**src/rtl/fw_scr_pkg.sv**
```systemverilog
package fw_scr_pkg;

  // Number of header bytes placed ahead of a scrambled image.
  localparam int HDR_BYTES = 6;

  typedef enum logic [1:0] {
    PH_IDLE,
    PH_LOAD,
    PH_HDR,
    PH_IMG
  } phase_t;

  // Strobes passed from control to datapath.
  typedef struct packed {
    logic bufWrite;  // commit transformed byte to the buffer
    logic showHdr;   // output mux selects a header byte
    logic descMode;  // latched direction of the current run
  } strobe_t;

endpackage

```
**src/rtl/fw_scr_ctrl.sv**
```systemverilog
module fw_scr_ctrl
  import fw_scr_pkg::*;
#(
  parameter int DEPTH = 64,
  parameter int LEN_W = 7
) (
  input  logic             clk,
  input  logic             rstN,
  input  logic             start,
  input  logic             descIn,
  input  logic [LEN_W-1:0] imgLen,
  input  logic             inValid,
  input  logic [LEN_W-1:0] inAddr,
  input  logic             outReady,
  output logic             inReady,
  output logic             outValid,
  output logic             done,
  output logic             lenErr,
  output logic             ovfErr,
  output strobe_t          stb,
  output logic [2:0]       hdrIdx,
  output logic [LEN_W-1:0] imgIdx,
  output logic [LEN_W-1:0] lenReg
);

  localparam logic [LEN_W-1:0] MAX_LEN  = LEN_W'(DEPTH);
  localparam logic [2:0]       HDR_LAST = 3'(HDR_BYTES - 1);

  phase_t           phase;
  logic             descReg;
  logic [LEN_W-1:0] wrCnt;
  logic             lenBad;
  logic             inFire;
  logic             inRange;
  logic [LEN_W-1:0] lenLast;

  assign lenBad  = (imgLen[1:0] != 2'b00) || (imgLen == '0) || (imgLen > MAX_LEN);
  assign inFire  = (phase == PH_LOAD) && inValid;
  assign inRange = inAddr < lenReg;
  assign lenLast = lenReg - LEN_W'(1);

  assign inReady  = (phase == PH_LOAD);
  assign outValid = (phase == PH_HDR) || (phase == PH_IMG);

  always_comb begin
    stb.bufWrite = inFire && inRange;
    stb.showHdr  = (phase == PH_HDR);
    stb.descMode = descReg;
  end

  always_ff @(posedge clk) begin
    if (!rstN) begin
      phase   <= PH_IDLE;
      descReg <= 1'b0;
      lenReg  <= '0;
      wrCnt   <= '0;
      imgIdx  <= '0;
      hdrIdx  <= '0;
      done    <= 1'b0;
      lenErr  <= 1'b0;
      ovfErr  <= 1'b0;
    end else begin
      done <= 1'b0;
      unique case (phase)
        PH_IDLE: begin
          if (start) begin
            if (lenBad) begin
              lenErr <= 1'b1;
            end else begin
              lenErr  <= 1'b0;
              ovfErr  <= 1'b0;
              lenReg  <= imgLen;
              descReg <= descIn;
              wrCnt   <= '0;
              phase   <= PH_LOAD;
            end
          end
        end
        PH_LOAD: begin
          if (inFire) begin
            if (!inRange) begin
              ovfErr <= 1'b1;
            end else begin
              wrCnt <= wrCnt + LEN_W'(1);
              if (wrCnt == lenLast) begin
                hdrIdx <= '0;
                imgIdx <= '0;
                phase  <= descReg ? PH_IMG : PH_HDR;
              end
            end
          end
        end
        PH_HDR: begin
          if (outReady) begin
            hdrIdx <= hdrIdx + 3'd1;
            if (hdrIdx == HDR_LAST) phase <= PH_IMG;
          end
        end
        PH_IMG: begin
          if (outReady) begin
            imgIdx <= imgIdx + LEN_W'(1);
            if (imgIdx == lenLast) begin
              phase <= PH_IDLE;
              done  <= 1'b1;
            end
          end
        end
        default: phase <= PH_IDLE;
      endcase
    end
  end

endmodule

```
**src/rtl/fw_scr_datapath.sv**
```systemverilog
module fw_scr_datapath
  import fw_scr_pkg::*;
#(
  parameter int DEPTH = 64,
  parameter int LEN_W = 7
) (
  input  logic                     clk,
  input  strobe_t                  stb,
  input  logic [LEN_W-1:0]         inAddr,
  input  logic [7:0]               inData,
  input  logic [8*HDR_BYTES-1:0]   hdrBytes,
  input  logic [2:0]               hdrIdx,
  input  logic [LEN_W-1:0]         imgIdx,
  input  logic [LEN_W-1:0]         lenReg,
  output logic [7:0]               outData
);

  // Position inside the segmented layout: seg*(L/4) + off.
  function automatic logic [LEN_W-1:0] segPos(
    input logic [1:0]       seg,
    input logic [LEN_W-1:0] off,
    input logic [LEN_W-1:0] quarter
  );
    logic [LEN_W-1:0] base;
    unique case (seg)
      2'd0:    base = '0;
      2'd1:    base = quarter;
      2'd2:    base = quarter << 1;
      default: base = quarter + (quarter << 1);
    endcase
    return base + off;
  endfunction

  logic [LEN_W-1:0] quarter;
  logic [LEN_W-1:0] wrPos;
  logic [LEN_W-1:0] rdPos;
  logic [7:0]       wrByte;
  logic [7:0]       rdByte;
  logic [7:0]       hdrByte;
  logic [7:0]       bank [DEPTH];

  assign quarter = lenReg >> 2;

  // Scramble spreads on the way in; descramble gathers on the way out.
  assign wrPos = stb.descMode ? inAddr : segPos(inAddr[1:0], inAddr >> 2, quarter);
  assign rdPos = stb.descMode ? segPos(imgIdx[1:0], imgIdx >> 2, quarter) : imgIdx;

  assign wrByte = stb.descMode ? ~{inData[0], inData[7:1]}
                               : {~inData[6:0], ~inData[7]};

  for (genvar i = 0; i < DEPTH; i++) begin : g_bank
    always_ff @(posedge clk) begin
      if (stb.bufWrite && (wrPos == LEN_W'(i))) bank[i] <= wrByte;
    end
  end

  always_comb begin
    rdByte = '0;
    for (int i = 0; i < DEPTH; i++) begin
      if (rdPos == LEN_W'(i)) rdByte = bank[i];
    end
  end

  always_comb begin
    hdrByte = '0;
    for (int h = 0; h < HDR_BYTES; h++) begin
      if (hdrIdx == 3'(h)) hdrByte = hdrBytes[8*h +: 8];
    end
  end

  assign outData = stb.showHdr ? hdrByte : rdByte;

endmodule

```
**src/rtl/fw_scrambler.sv**
```systemverilog
module fw_scrambler
  import fw_scr_pkg::*;
#(
  parameter  int DEPTH = 64,
  localparam int LEN_W = $clog2(DEPTH + 1)
) (
  input  logic                   clk,
  input  logic                   rstN,
  input  logic                   start,
  input  logic                   descMode,
  input  logic [LEN_W-1:0]       imgLen,
  input  logic [8*HDR_BYTES-1:0] hdrBytes,
  input  logic                   inValid,
  input  logic [LEN_W-1:0]       inAddr,
  input  logic [7:0]             inData,
  output logic                   inReady,
  output logic                   outValid,
  input  logic                   outReady,
  output logic [7:0]             outData,
  output logic                   done,
  output logic                   lenErr,
  output logic                   ovfErr
);

  strobe_t          stb;
  logic [2:0]       hdrIdx;
  logic [LEN_W-1:0] imgIdx;
  logic [LEN_W-1:0] lenReg;

  fw_scr_ctrl #(.DEPTH(DEPTH), .LEN_W(LEN_W)) u_ctrl (
    .clk(clk), .rstN(rstN), .start(start), .descIn(descMode), .imgLen(imgLen),
    .inValid(inValid), .inAddr(inAddr), .outReady(outReady),
    .inReady(inReady), .outValid(outValid), .done(done),
    .lenErr(lenErr), .ovfErr(ovfErr), .stb(stb),
    .hdrIdx(hdrIdx), .imgIdx(imgIdx), .lenReg(lenReg)
  );

  fw_scr_datapath #(.DEPTH(DEPTH), .LEN_W(LEN_W)) u_dp (
    .clk(clk), .stb(stb), .inAddr(inAddr), .inData(inData),
    .hdrBytes(hdrBytes), .hdrIdx(hdrIdx), .imgIdx(imgIdx),
    .lenReg(lenReg), .outData(outData)
  );

endmodule

```
**config.mk**
```make
export PLATFORM = sky130hd
export DESIGN_NAME = fw_scrambler
export DESIGN_NICKNAME = d
export VERILOG_FILES = /design/src/rtl/fw_scr_pkg.sv /design/src/rtl/fw_scr_ctrl.sv /design/src/rtl/fw_scr_datapath.sv /design/src/rtl/fw_scrambler.sv
export SDC_FILE = /design/constraint.sdc
export NUM_CORES = 1
export LEC_CHECK = 0
export BUFFER_PORTS_ARGS = -buffer_cell sky130_fd_sc_hd__clkbuf_2
export CORE_UTILIZATION = 44
export DETAILED_ROUTE_END_ITERATION = 6
export SKIP_LAST_GASP = 1
export SYNTH_ARGS = -nofsm -noshare
export SYNTH_HDL_FRONTEND = slang
export SYNTH_SLANG_ARGS = --single-unit
export TNS_END_PERCENT = 5
```
**constraint.sdc**
```tcl
create_clock -name clk -period 12.8 [get_ports clk]
set_input_delay 1.28 -clock clk [delete_from_list [all_inputs] [get_ports clk]]
set_output_delay 1.28 -clock clk [all_outputs]
set_load 0.05 [all_outputs]
```
==> Yosys cells after proc, flatten, opt, wreduce, memory -nomap -nowiden <==
Memory sizes are Yosys's and may differ from the RTL's.
Cells that the tools add are included.
{ "classes": {"n_addsub": 7, "n_lt_le_gt_ge": 2, "n_eq_ne": 150, "n_mux": 426, "bitwise": 4, "reduce_logical": 151} }
{ "ops": {"columns": ["cell", "count"], "rows": [
  ["8-bit 2-to-1 mux", 135],
  ["8-bit OR reduction", 63],
  ["7-bit by 6-bit equality test with 1-bit output, second input constant", 64],
  ["6-bit 2-to-1 mux", 63],
  ["7-bit by 5-bit equality test with 1-bit output, second input constant", 32],
  ["1-bit 2-to-1 mux", 198],
  ["7-bit by 4-bit equality test with 1-bit output, second input constant", 16],
  ["7-bit 2-to-1 mux", 10],
  ["1-bit logical AND", 66],
  ["7-bit by 3-bit equality test with 1-bit output, second input constant", 8],
  ["7-bit case mux with 3 select lines", 2],
  ["7-bit by 2-bit equality test with 1-bit output, second input constant", 4],
  ["7-bit case mux with 2 select lines", 2],
  ["7-bit logical NOT", 3],
  ["5-bit AND reduction", 4],
  ["2-bit 2-to-1 mux", 9],
  ["7-bit by 1-bit adder with 7-bit output, second input constant", 2],
  ["7-bit by 5-bit adder with 7-bit output", 2],
  ["7-bit by 1-bit equality test with 1-bit output, second input constant", 2],
  ["7-bit equality test", 2],
  ["2-bit != test, second input constant", 7],
  ["3-bit 2-to-1 mux", 4],
  ["9-bit AND reduction", 1],
  ["2-bit equality test, second input constant", 4],
  ["22 further kinds", 37]
]} }
{ "totals": {"ff_bits": 30, "ramBits": 512, "inputBits": 76, "output_inout_bits": 13, "wordCells": 750, "mem_count": 1} }
{ "memory_table": {"columns": ["memory", "words", "word_bits", "rd", "rd_clocked_by_memory_dff", "write_ports", "line_no", "source"], "rows": [
  ["u_dp.bank", 64, 8, 64, 0, 1, "fw_scr_datapath.sv:40", "logic [7:0] bank [DEPTH];"]
]} }

==> Depth between registers and ports, before layout <==
{ "depth": {"word_depth": 72, "mapped_depth": 21, "depth_no_buf": 17} }

==> By module <==
From an unflattened synthesis, not the netlist that was laid out.
{ "unflattened": {"cells_unflattened": 1990, "area_unflattened_um2": 25379.3} }
{ "by_module_without_submodules": {"columns": ["module", "instances", "cells_each", "area_each_um2"], "rows": [
  ["fw_scr_datapath", 1, 1741, 23206.0],
  ["fw_scr_ctrl", 1, 249, 2173.3]
]} }

==> Least setup slack after synthesis <==
No wires, ideal clock.
{ "synth_path": {"path_type": "reg2out", "start": "register u_ctrl.imgIdx[1]", "end": "output outData[4]", "arrival_time_ns": 5.392, "slack_ns": 6.128, "path_stages_with_launch": 21, "n_path_buf": 4, "path_cell_list": "dfxtp_1 clkbuf_1 inv_1 ha_1 a22oi_1 o21ai_0 inv_1 fa_1 clkbuf_1 and3b_1 or2_2 clkbuf_1 clkbuf_1 nor2_1 nand3_1 a31o_2 a211oi_1 o2111ai_1 nand3_1 a31oi_1 o41ai_1"} }
{ "synth_via": {"elab_chain_len": 70, "elab_cells_between_ends": 135, "classes_between": "add/sub: 1; eq/ne: 65; mux: 67; reduce/logical: 2"} }
{ "synth_rtl": {"columns": ["item", "line_no", "source"], "rows": [
  ["from (decl)", "fw_scr_ctrl.sv:22", "output logic [LEN_W-1:0] imgIdx,"],
  ["from (signal assigned)", "fw_scr_ctrl.sv:101", "imgIdx <= imgIdx + LEN_W'(1);"],
  ["2-bit equality test, or another cell as far along", "fw_scr_datapath.sv:25", "unique case (seg)"],
  ["7-bit case mux with 3 select lines", "fw_scr_datapath.sv:25", null],
  ["7-bit by 5-bit adder with 7-bit output", "fw_scr_datapath.sv:31", "return base + off;"],
  ["7-bit 2-to-1 mux (*)", "fw_scr_datapath.sv:46", "assign rdPos = stb.descMode ? segPos(imgIdx[1:0], imgIdx >> 2, quarter) : imgIdx;"],
  ["7-bit logical NOT", "fw_scr_datapath.sv:60", "if (rdPos == LEN_W'(i)) rdByte = bank[i];"],
  ["8-bit 2-to-1 mux (63 in a row)", "fw_scr_datapath.sv:60", null],
  ["8-bit 2-to-1 mux (*)", "fw_scr_datapath.sv:60", null],
  ["8-bit 2-to-1 mux (*)", "fw_scr_datapath.sv:71", "assign outData = stb.showHdr ? hdrByte : rdByte;"],
  ["to (decl)", "fw_scrambler.sv:19", "output logic [7:0] outData,"]
]} }
Mark *: on every way between the ends. The rest lies on a longest branch, timed or not.

==> Worst setup path in the final report <==
{ "layout_path": {"start": "register u_ctrl.imgIdx[0]", "end": "output outData[5]"} }
The elaborated chain is that of the path after synthesis.

==> reports/qor.yml <==
status:
  status: "complete, no violations"
timing:
  tns_ns: 0
  tightest_slew_ns: 1.34
  fin_crit_sh_pct: 70.7
  rsz0062_at_grt: "no"
  finalSetupViolCount: 0
  hold_violations: 0
  finalMaxSlewViolations: 0
  fmax_ghz: 0.111
  clock_skew_ns: 0.0159
  maxSlewHeadroom_pct: 9.80
  min_period_ns: 9.04
cells_and_area:
  num_antenna_cells: 0
  stdcell_area_um2: 28200
  nNetsFinal: 2187
  area.growth.synth_to_final_pct: 12.9
  fillers: 4978
  drive_gt1_share_pct: 13.3
  stdcell_count: 2863
global_route:
  grt_usage_pct: 33.7
  grt_pass1_wl_mm: 137
  antenna_found_initial: 1
  grt_pass1_vias: 18600
  grt_max_degree: 65
  grt_overflow_total: 0
critical_path:
  critical_path_class: "reg2out"
  r2r_slack_ns: 7.20
  crit_slowest_cell: "nor2_1"
  ff2ff_path_depth: 12
  critical-path-max-stage-delay_ns: 1.05
  path_cells: "clkinv_1 -> ha_1 -> a221oi_1 -> a21oi_1 -> ha_1 -> or3b_1 -> a31o_1 -> a21oi_2 -> buf_4 -> nor2_1 -> nand4_1 -> a311oi_1 -> a21oi_1 -> o311a_1 -> a2111oi_0 -> o21ai_0 -> clkbuf_2"
  worst-path-max-fanout: 28
  cp_data_arrival_time_ns: 7.76
  cp-start-kind: "flop"
  required_ns: 11.52
  worstSetupEndpointType: "output port"
floorplan:
  dieArea_um2: 57800
  core_um2: 56300
  pin_count: 89
  start_util_pct: 44.4
  rows: 87
  die_h_um: 240
  die_x_um: 240
clock_tree:
  root_buffer: "clkbuf_16"
  cts_hold_buf: 0
  clk_pin_slew_ns: 0.06
  cts_tree: "yes"
  cts_num_sinks: 542
  clk_path_buf_depth: 3
  cts_buffers: 57
  post-cts-setup-buffer-count: 0
  cts_resized: 0
  cts_max_level: 2
  clk_latency_ns: 0.64
route:
  wl_met1_mm: 38.4
  routed_wirelength_mm: 97.7
  wl_met3_mm: 11.9
  wl_per_cell_um: 34.1
  antenna_left: 0
  drt_first_pass_iters: 6
  drc: 0
  drt-initial-drc-count: 3198
  vias_per_cell: 6.85
  wl_met2_mm: 42.4
  routed.top_layer: "met4"
  vias: 19600
synth:
  yosys_register_bits: 542
  synth_seq_area_share_pct: 63.9
  synthesis.area_um2: 25000
  yosysTopAreaCellShare_pct: 61.5
  async_flop_share_pct: 0
  synth_cell_type_count: 89
  yosysTopAreaCell: "edfxtp_1"
  ys_warn_count: 0
  synth_fp_nets: 2109
  synth-main-ff-cell: "edfxtp_1"
  synthTopCellsByArea: "edfxtp_1, nor2_1, dfxtp_1"
  syn_inst: 1988
  synth_edf_count: 512
  avgSynthCellArea_um2: 12.6
power:
  peakVddDrop_uv: 104
  p_leak_nw: 9.39
  power_mw: 3.89
  cellPowerDensity_nw_per_um2: 138
placement:
  place_hpwl_mm: 63.6
  placed_cell_area_um2: 26400
  port-buffer-count: 88
  gp_routability_congestion: 1.04
  dp.cells: 2763
hold_path:
  hold-path-cell-count: 2
  hp-class: "reg2reg"
run:
  maxCapViolations: 0
## cell usage after synthesis, types with 27 or more instances
| cell type | n |
|---|---|
| edfxtp_1 | 512 |
| o21ai_0 | 105 |
| dfxtp_1 | 30 |
| a22oi_1 | 39 |
| buf_2 | 37 |
| mux2i_1 | 30 |
| nor2_1 | 195 |
| nor3_1 | 27 |
| a21oi_1 | 105 |
| nand3_1 | 32 |
| a221o_1 | 27 |
| inv_1 | 34 |
| clkbuf_1 | 70 |
| nand2_1 | 128 |
| ha_1 | 42 |
| o22ai_1 | 65 |
| a221oi_1 | 40 |
## registers in the layout, indices dropped and copies added (netlist names)
register        flops
u_ctrl.phase        2
u_ctrl.done         1
u_ctrl.lenReg       7
u_ctrl.hdrIdx       3
u_ctrl.descReg      1
u_ctrl.wrCnt        7
u_ctrl.lenErr       1
u_ctrl.imgIdx       7
u_dp.bank         512
u_ctrl.ovfErr       1
## per-layer routing
| metal | up-vias | GRT usage (%) |
|---|---|---|
| li1 | 8078 | - |
| met1 | 9800 | 46.4 |
| met2 | 1457 | 50.0 |
| met3 | 268 | 8.43 |
| met4 | 0 | 15.6 |
| met5 | - | 0 |
## cell type report
cell class	count	area (µm²)	area share, %
clock buffer	68	1500	5.31
multi-input combinational	1286	8510	30.2
tap	756	946	3.35
inverter	36	135	0.479
timing repair buffer	143	853	3.02
clock inverter	32	307	1.09
sequential	542	16000	56.6
## power by group
group | switching, mW | internal (mW)
clock network | 0.718 | 0.915
logic | 0.222 | 0.0780
registers | 0.00672 | 1.95
## cell usage in the layout, fill, tap and decap left out, types with 9 or more instances in the layout
master     Yosys  layout
o211ai_1      26      26
a31oi_1       18      18
a22oi_1       39      39
a221o_1       27      27
nor3_1        27      26
nor4_1        20      18
a21oi_1      105     105
clkinv_2       0      12
o21ai_0      105     105
nand3_1       32      32
nand4_1       20      20
a211oi_1      24      23
buf_4          5      55
and3_1        11      11
inv_1         34      34
dfxtp_1       30      29
nand2b_1      12      12
o22a_1        11      11
clkbuf_16      0      58
o22ai_1       65      65
nor2b_1       22      22
mux2i_1       30      21
a21o_1        19      19
o2111ai_1     10      10
o221ai_1      20      20
and2_1        14      14
edfxtp_1     512     512
nor2_1       195     193
ha_1          42      42
a22o_1        15      15
xor2_1        15      15
nand2_1      128     128
a221oi_1      40      40
clkbuf_2       0      88
xnor2_1       23      23
clkbuf_1      70       9
a222oi_1      23      23
## critical path, delay by kind of cell (launching register included)
| family | cells | cell delay [ns] |
|---|---|---|
| and+or+nand+nor | 3 | 1.64 |
| DFF | 1 | 0.71 |
| adders and majority gates | 2 | 0.77 |
| buffers and inverters | 3 | 1.00 |
| AOI/OAI and AO/OA | 9 | 2.96 |
## logic make-up (layout without fill, tap and decap cells)
kind of cell / count (synthesis) / in the layout / share of synthesized area (%)
adders and majority gates: 45 / 45 / 2.34
xor gates and xnor gates: 38 / 38 / 1.33
muxes: 35 / 35 / 1.43
DFF: 542 / 542 / 63.9
buffers and inverters: 160 / 279 / 2.75
and+or+nand+nor: 528 / 528 / 10.1
AOI/OAI and AO/OA: 640 / 640 / 18.2
## through the flow
step                      setup slack [ns]  hold slack, ns  util [%]
after floorplan                       6.13           0.457         -
after global placement                4.99           0.455      46.9
after detailed placement              4.70           0.460      46.9
after CTS                             4.01           0.477      50.2
after global routing                  3.53           0.526      50.2
final                                 3.76           0.477      50.2
## final timing paths
path	start	to
max	u_ctrl.imgIdx[0]	outData[5]
min reg2reg	u_ctrl.ovfErr	u_ctrl.ovfErr
max reg2reg	u_ctrl.lenReg[3]	u_dp.bank[0][199]
min	u_ctrl.ovfErr	u_ctrl.ovfErr
Power figures use the tool's default switching activity.
